## src/rtl/wpart_pkg.sv

```systemverilog
// Shared constants and types for the window partition translator.
// Assumes exactly four windows; the last has a parameter-fixed span.
package wpart_pkg;
    localparam int NUM_WIN   = 4;
    localparam int NUM_SIZED = NUM_WIN - 1;
    localparam int NUM_WR    = 2 * NUM_WIN - 1;
    localparam int WR_IDX_W  = $clog2(NUM_WR);
    localparam int WIN_IDX_W = $clog2(NUM_WIN);

    typedef enum logic {
        SEQ_IDLE = 1'b0,
        SEQ_SEND = 1'b1
    } seq_state_e;
endpackage

```

## src/rtl/wpart_regs.sv

```systemverilog
// Window register file: a pending set captured on an accepted request and
// an active set used by translation, updated from pending on commit.
// Assumes load and commit never coincide (load only when idle).
module wpart_regs
    import wpart_pkg::*;
#(
    parameter int AW = 32
) (
    input  logic                    clk,
    input  logic                    rst_n,
    input  logic                    load,
    input  logic                    commit,
    input  logic                    busy,
    input  logic [NUM_WIN*AW-1:0]   cfg_start,
    input  logic [NUM_SIZED*AW-1:0] cfg_size,
    output logic [NUM_WIN*AW-1:0]   pend_start,
    output logic [NUM_SIZED*AW-1:0] pend_size,
    output logic [NUM_WIN*AW-1:0]   act_start,
    output logic [NUM_SIZED*AW-1:0] act_size
);

    // Capture the requested window set when a burst is accepted.
    always_ff @(posedge clk) begin
        if (!rst_n) begin
            pend_start <= '0;
            pend_size  <= '0;
        end else if (load) begin
            pend_start <= cfg_start;
            pend_size  <= cfg_size;
        end
    end

    // Switch the translation map once the device has taken every write.
    always_ff @(posedge clk) begin
        if (!rst_n) begin
            act_start <= '0;
            act_size  <= '0;
        end else if (commit) begin
            act_start <= pend_start;
            act_size  <= pend_size;
        end
    end

    // Requests during a burst must not disturb the captured values.
    assert_pending_kept_R5: assert property (@(posedge clk) disable iff (!rst_n)
        busy |=> ($stable(pend_start) && $stable(pend_size)));

    // The active map only changes at the edge that ends a burst.
    assert_commit_at_end_R10: assert property (@(posedge clk) disable iff (!rst_n)
        !($stable(act_start) && $stable(act_size)) |-> $fell(busy));

endmodule

```

## src/rtl/wpart_seq.sv

```systemverilog
// Configuration write sequencer: emits the pending window set as seven
// ordered register writes, each held until acknowledged.
// Assumes the device raises dw_ack only while dw_valid is high.
module wpart_seq
    import wpart_pkg::*;
#(
    parameter int            AW       = 32,
    parameter int            DW       = 32,
    parameter logic [AW-1:0] REG_BASE = AW'('h400)
) (
    input  logic                    clk,
    input  logic                    rst_n,
    input  logic                    cfg_req,
    input  logic                    dw_ack,
    input  logic [NUM_WIN*AW-1:0]   pend_start,
    input  logic [NUM_SIZED*AW-1:0] pend_size,
    output logic                    busy,
    output logic                    load,
    output logic                    commit,
    output logic                    dw_valid,
    output logic [AW-1:0]           dw_addr,
    output logic [DW-1:0]           dw_data
);

    localparam logic [WR_IDX_W-1:0] LAST_IDX = WR_IDX_W'(NUM_WR - 1);

    seq_state_e          state;
    logic [WR_IDX_W-1:0] idx;
    logic [AW-1:0]       fields [NUM_WR];

    // Order the write values: even slots carry starts, odd slots carry sizes.
    for (genvar g = 0; g < NUM_WR; g++) begin : g_field
        if (g % 2 == 0) begin : g_start
            assign fields[g] = pend_start[(g/2)*AW +: AW];
        end else begin : g_size
            assign fields[g] = pend_size[(g/2)*AW +: AW];
        end
    end

    // Decode handshake events from the current state.
    always_comb begin
        busy     = (state == SEQ_SEND);
        dw_valid = busy;
        load     = cfg_req && !busy;
        commit   = busy && dw_ack && (idx == LAST_IDX);
        dw_addr  = REG_BASE + (AW'(idx) << 2);
        dw_data  = DW'(fields[idx]);
    end

    // Step through the writes, one per acknowledge.
    always_ff @(posedge clk) begin
        if (!rst_n) begin
            state <= SEQ_IDLE;
            idx   <= '0;
        end else begin
            case (state)
                SEQ_IDLE: begin
                    if (cfg_req) begin
                        state <= SEQ_SEND;
                        idx   <= '0;
                    end
                end
                SEQ_SEND: begin
                    if (dw_ack) begin
                        if (idx == LAST_IDX) begin
                            state <= SEQ_IDLE;
                            idx   <= '0;
                        end else begin
                            idx <= idx + 1'b1;
                        end
                    end
                end
                default: state <= SEQ_IDLE;
            endcase
        end
    end

    // A write without acknowledge stays on the bus unchanged.
    assert_hold_write_R4: assert property (@(posedge clk) disable iff (!rst_n)
        (dw_valid && !dw_ack) |=> (dw_valid && $stable(dw_addr) && $stable(dw_data)));

    // An acknowledged write that is not the last moves to the next register.
    assert_next_reg_R3: assert property (@(posedge clk) disable iff (!rst_n)
        (dw_valid && dw_ack && idx != LAST_IDX) |=>
            (dw_valid && dw_addr == $past(dw_addr) + AW'(4)));

    // An accepted request always opens a burst.
    assert_start_burst_R2: assert property (@(posedge clk) disable iff (!rst_n)
        (cfg_req && !busy) |=> (busy && dw_addr == REG_BASE));

endmodule

```

## src/rtl/wpart_decode.sv

```systemverilog
// Range decoder and translator: computes cumulative host bases, finds the
// window holding the host address and forms the physical address.
// Assumes W3_SPAN fits in AW bits; sums are kept AW+2 bits wide, unwrapped.
module wpart_decode
    import wpart_pkg::*;
#(
    parameter int          AW      = 32,
    parameter int unsigned W3_SPAN = 32'h0010_0000
) (
    input  logic [AW-1:0]           haddr,
    input  logic [NUM_WIN*AW-1:0]   act_start,
    input  logic [NUM_SIZED*AW-1:0] act_size,
    output logic [NUM_WIN-1:0]      win_hits,
    output logic                    any_hit,
    output logic [WIN_IDX_W-1:0]    sel_win,
    output logic [AW-1:0]           paddr
);

    localparam int EW = AW + 2;

    logic [EW-1:0] lo   [NUM_WIN];
    logic [EW-1:0] hi   [NUM_WIN];
    logic [EW-1:0] span [NUM_WIN];
    logic [EW-1:0] hext;

    assign hext = EW'(haddr);

    // Build each window's host range from the sizes of those before it.
    for (genvar g = 0; g < NUM_WIN; g++) begin : g_win
        if (g < NUM_SIZED) begin : g_sized
            assign span[g] = EW'(act_size[g*AW +: AW]);
        end else begin : g_fixed
            assign span[g] = EW'(W3_SPAN);
        end
        if (g == 0) begin : g_first
            assign lo[g] = '0;
        end else begin : g_chain
            assign lo[g] = hi[g-1];
        end
        assign hi[g]       = lo[g] + span[g];
        assign win_hits[g] = (hext >= lo[g]) && (hext < hi[g]);
    end

    // Pick the hit window and translate the address through it.
    always_comb begin
        sel_win = '0;
        paddr   = '0;
        any_hit = 1'b0;
        for (int i = 0; i < NUM_WIN; i++) begin
            if (win_hits[i] && !any_hit) begin
                any_hit = 1'b1;
                sel_win = WIN_IDX_W'(i);
                paddr   = act_start[i*AW +: AW] + AW'(hext - lo[i]);
            end
        end
    end

endmodule

```

## src/rtl/wpart_xlate.sv

```systemverilog
// Top of the window partition translator: ties together the register file,
// the configuration sequencer and the decoder, and registers the result.
// Assumes requests during a burst are dropped by the requester on xl_stall.
module wpart_xlate
    import wpart_pkg::*;
#(
    parameter int            AW       = 32,
    parameter int            DW       = 32,
    parameter logic [AW-1:0] REG_BASE = AW'('h400),
    parameter int unsigned   W3_SPAN  = 32'h0010_0000
) (
    input  logic                    clk,
    input  logic                    rst_n,
    input  logic                    cfg_req,
    input  logic [4*AW-1:0]         cfg_start,
    input  logic [3*AW-1:0]         cfg_size,
    output logic                    cfg_busy,
    output logic                    dw_valid,
    output logic [AW-1:0]           dw_addr,
    output logic [DW-1:0]           dw_data,
    input  logic                    dw_ack,
    input  logic                    xl_req,
    input  logic [AW-1:0]           xl_haddr,
    output logic                    xl_stall,
    output logic                    out_valid,
    output logic                    out_oor,
    output logic [1:0]              out_win,
    output logic [AW-1:0]           out_paddr
);

    logic                    load;
    logic                    commit;
    logic                    busy;
    logic [NUM_WIN*AW-1:0]   pend_start;
    logic [NUM_SIZED*AW-1:0] pend_size;
    logic [NUM_WIN*AW-1:0]   act_start;
    logic [NUM_SIZED*AW-1:0] act_size;
    logic [NUM_WIN-1:0]      win_hits;
    logic                    any_hit;
    logic [WIN_IDX_W-1:0]    sel_win;
    logic [AW-1:0]           paddr;
    logic                    serve;

    wpart_regs #(.AW(AW)) u_regs (
        .clk        (clk),
        .rst_n      (rst_n),
        .load       (load),
        .commit     (commit),
        .busy       (busy),
        .cfg_start  (cfg_start),
        .cfg_size   (cfg_size),
        .pend_start (pend_start),
        .pend_size  (pend_size),
        .act_start  (act_start),
        .act_size   (act_size)
    );

    wpart_seq #(.AW(AW), .DW(DW), .REG_BASE(REG_BASE)) u_seq (
        .clk        (clk),
        .rst_n      (rst_n),
        .cfg_req    (cfg_req),
        .dw_ack     (dw_ack),
        .pend_start (pend_start),
        .pend_size  (pend_size),
        .busy       (busy),
        .load       (load),
        .commit     (commit),
        .dw_valid   (dw_valid),
        .dw_addr    (dw_addr),
        .dw_data    (dw_data)
    );

    wpart_decode #(.AW(AW), .W3_SPAN(W3_SPAN)) u_dec (
        .haddr     (xl_haddr),
        .act_start (act_start),
        .act_size  (act_size),
        .win_hits  (win_hits),
        .any_hit   (any_hit),
        .sel_win   (sel_win),
        .paddr     (paddr)
    );

    // Expose the stall and decide whether a request is served this cycle.
    always_comb begin
        cfg_busy = busy;
        xl_stall = busy;
        serve    = xl_req && !busy;
    end

    // Register the translation result for one-cycle latency.
    always_ff @(posedge clk) begin
        if (!rst_n) begin
            out_valid <= 1'b0;
            out_oor   <= 1'b0;
            out_win   <= '0;
            out_paddr <= '0;
        end else begin
            out_valid <= serve && any_hit;
            out_oor   <= serve && !any_hit;
            if (serve) begin
                out_win   <= 2'(sel_win);
                out_paddr <= paddr;
            end
        end
    end

    // Back-to-back windows never overlap.
    assert_one_window_R6: assert property (@(posedge clk) disable iff (!rst_n)
        $onehot0(win_hits));

    // Requests made during a burst produce nothing.
    assert_stall_blocks_R10: assert property (@(posedge clk) disable iff (!rst_n)
        (xl_req && cfg_busy) |=> (!out_valid && !out_oor));

    // A cycle without a request leaves the result flags low.
    assert_quiet_idle_R9: assert property (@(posedge clk) disable iff (!rst_n)
        !xl_req |=> (!out_valid && !out_oor));

    // A valid access and an out-of-range flag never appear together.
    assert_oor_excl_R8: assert property (@(posedge clk) disable iff (!rst_n)
        out_oor |-> !out_valid);

endmodule

```

## config.mk

```make
export PLATFORM = sky130hd
export DESIGN_NAME = wpart_xlate
export DESIGN_NICKNAME = d
export VERILOG_FILES = /design/src/rtl/wpart_pkg.sv /design/src/rtl/wpart_regs.sv /design/src/rtl/wpart_seq.sv /design/src/rtl/wpart_decode.sv /design/src/rtl/wpart_xlate.sv
export SDC_FILE = /design/constraint.sdc
export NUM_CORES = 2
export LEC_CHECK = 0
export CAP_MARGIN = 40
export CORE_ASPECT_RATIO = 2
export CORE_MARGIN = 5
export CORE_UTILIZATION = 54
export DETAILED_ROUTE_END_ITERATION = 8
export DONT_BUFFER_PORTS = 1
export GPL_TIMING_DRIVEN = 0
export PLACE_DENSITY = 0.74
export SETUP_SLACK_MARGIN = 0.1
export SYNTH_ARGS = -nofsm -noshare
export SYNTH_HDL_FRONTEND = slang
export SYNTH_SLANG_ARGS = --single-unit
```

## constraint.sdc

```tcl
create_clock -name clk -period 13.5 [get_ports clk]
set_input_delay 3.375 -clock clk [delete_from_list [all_inputs] [get_ports clk]]
set_output_delay 3.375 -clock clk [all_outputs]
set_load 0.005 [all_outputs]
```

==> metrics.yaml <==
die_y_um: 362
synth_flop_cell: "dfxtp_1"
dpl.cell_count: 5139
cts_hold_buffers: 0
min_to: "u_regs.act_start[33]"
clkTransAtPathRegs_ns: 0.07
drt_iter0_markers: 2472
synth_seq_cells: 488
period_needed_ns: 9.78
cp-end-kind: "register"
htree_num_levels: 2
synthArstFlopShare_pct: 0
setup-tns-final_ns: 0
grt_pass1_wl_mm: 198
cp.required_ns: 14.02
post-route-util_pct: 59.5
synth_commonest_cells: "1039 x nand2_1, 630 x a21oi_1, 488 x dfxtp_1"
cts_inserted_buffers: 45
worstReg2RegStart: "u_regs.act_size[0]"
post_cts_resized: 0
antenna_found_initial: 14
grt_overflow: 0
initial_core_util_pct: 54.3
clockRootBuffer: "clkbuf_16"
vias: 32100
worstHoldPathType: "register to register"
postCtsSetupRepairBufs: 0
status: "complete, no violations"
maxCapViolCount: 0
synth-edff-count: 0
synth_area_leaders: "dfxtp_1 29%, nand2_1 12%, ha_1 11%, a21oi_1 9.4%, fa_1 5.7%"
worstPathArrival_ns: 10.30
powerDensity_nw_per_um2: 97.2
r2r_end: "out_paddr[23]"
yosysTopAreaCell: "dfxtp_1"
port_buffers: 0
dp_hpwl_mm: 116
final_nets: 5060
yosys_warnings: 0
holdWs_ns: 0.457
drc: 0
critPathTopFamily: "compound AO/OA/AOI/OAI gates"
clock_skew_ns: 0.0233
synth_top_area_share_pct: 29.2
area_delta_synth_final_pct: 9.52
fmax_ghz: 0.102
crit_type: "register to register"
grt_max_degree: 17
start_kind: "register"
die-width_um: 186
grt_util_all_layers_pct: 39.4
totalPowerFinal_uw: 3570
worstHoldStart: "u_regs.act_start[33]"
synth_area_per_cell_um2: 7.81
syn_inst: 4286
synth.most_common_cell: "nand2_1"
relSlewSlack_pct: 33.4
rrSetupSlack_ns: 3.72
coreArea_um2: 61700
first_pass_iters: 8
p_leak_uw: 0.0144
maxSlewViolCount: 0
ant_nets: 0
crit_buf_inv: 5
via_per_inst: 6.12
tightestPinTransition_ns: 0.999
crit_fanout: 10
tritoncts: "built"
dieArea_um2: 67400
hold_depth: 2
synth.cell_area_um2: 33500
cts_sinks: 488
stdcell_count: 5237
rows: 129
ys_types: 80
ys_seq_area_share_pct: 29.2
grt_pass1_vias: 32300
hold_viol: 0
cp_slowest_cell: "clkbuf_1"
peakVddDrop_mv: 0.150
final_layout_size_suffix_gt1_share_pct: 5.55
worst-r2r-cell-count: 33
boundaryPins: 364
place.gp.congestion: 1.03
routedWlPerCell_um: 26.1
clock_latency_ns: 0.61
max_stage_delay_ns: 0.76
fin_crit_sh_pct: 72.4
setup_viol: 0
routed_wl_mm: 136
rsz0062_at_grt: "false"
clockBufferDepth: 3
==> state kept, by name, indices dropped and copies added, names as in the netlist <==
signal,cells
u_regs.pend_start,128
out_paddr,32
u_regs.act_size,96
out_valid,1
out_oor,1
u_seq.idx,3
u_regs.act_start,128
u_seq.busy,1
out_win,2
u_regs.pend_size,96
==> metal layers <==
| metal | vias up | wire length [um] | GRT usage, % |
|---|---|---|---|
| li1 | 14900 | - | - |
| met1 | 15100 | 47600 | 43.2 |
| met2 | 1499 | 64800 | 66.5 |
| met3 | 474 | 10400 | 6.80 |
| met4 | 4 | 13600 | 30.4 |
| met5 | - | 28 | 0 |
==> layout by cell type, fill, tap and decap left out, types with 12 or more instances in the layout <==
| cell | instances |
|---|---|
| a31oi_1 | 35 |
| and3_1 | 19 |
| nor3_1 | 38 |
| o21a_1 | 38 |
| dfxtp_1 | 488 |
| clkbuf_1 | 195 |
| ha_1 | 303 |
| or3_1 | 14 |
| o22ai_1 | 13 |
| nor2_1 | 145 |
| buf_1 | 20 |
| mux2_2 | 34 |
| conb_1 | 29 |
| nand4_1 | 33 |
| inv_1 | 250 |
| clkbuf_16 | 46 |
| nor2b_1 | 23 |
| a21oi_1 | 630 |
| nand3_1 | 61 |
| nand2b_1 | 40 |
| o31ai_1 | 12 |
| o21ai_0 | 173 |
| xnor2_1 | 115 |
| xor2_1 | 59 |
| a211oi_1 | 25 |
| a221oi_1 | 22 |
| mux4_2 | 32 |
| a21o_1 | 86 |
| fa_1 | 96 |
| buf_6 | 21 |
| o21bai_1 | 23 |
| diode_2 | 15 |
| o211ai_1 | 13 |
| nand2_1 | 1039 |
| mux2i_1 | 35 |
| buf_4 | 41 |
==> logic make-up (layout without fill, tap and decap cells) <==
group                      Yosys count  in the layout  share of synthesized area, %
xor gates and xnor gates           174            174                          4.55
adders and majority gates          399            399                          17.1
other                                2             44                        0.0224
muxes                              101            101                          4.34
buffers and inverters              494            617                          5.94
DFF                                488            488                          29.2
and+or+nand+nor                   1457           1457                          18.1
AOI/OAI and AO/OA                 1171           1171                          20.7
==> tightest hold or removal path, cell delays in order (launching register included) <==
cell,delay (ns)
dfxtp_1,0.31
nand2_1,0.05
a21oi_1,0.05
==> report_power, final <==
part,total [uW],internal (uW),switching [uW]
sequential,1540,1490,49.3
clock,1420,790,633
combinational,607,227,380
total,3570,2500,1060
==> cell type report <==
type,instances,area (um^2)
Antenna cell,15,37.5
Buffer,243,1040
Clock buffer,61,1270
Clock inverter,22,349
Fill cell,6003,25000
Inverter,251,942
Multi-Input combinational cell,3331,21800
Sequential cell,488,9770
Tap cell,786,983
Timing Repair Buffer,40,438
==> through the flow <==
step	cell area, um^2	setup WS, ns
after floorplan	33600	6.75
after global placement	34600	3.46
after detailed placement	35000	4.09
after CTS	36600	4.03
after global routing	36700	3.46
final	36700	3.72
==> how the worst max path moves through the flow <==
stage | end | from | slack, ns | cells past startpoint
6_report | out_paddr[23] | u_regs.act_size[0] | 3.72 | 33
5_1_grt | out_paddr[23] | u_regs.act_size[0] | 3.46 | 35
3_5_place_dp | out_paddr[23] | u_regs.act_size[0] | 4.09 | 33
4_1_cts | out_paddr[23] | u_regs.act_size[0] | 4.03 | 35
3_3_place_gp | out_paddr[23] | u_regs.act_size[0] | 3.46 | 33
2_1_floorplan | out_paddr[31] | u_regs.act_size[1] | 6.75 | 30
Power figures use the tool's default switching activity.
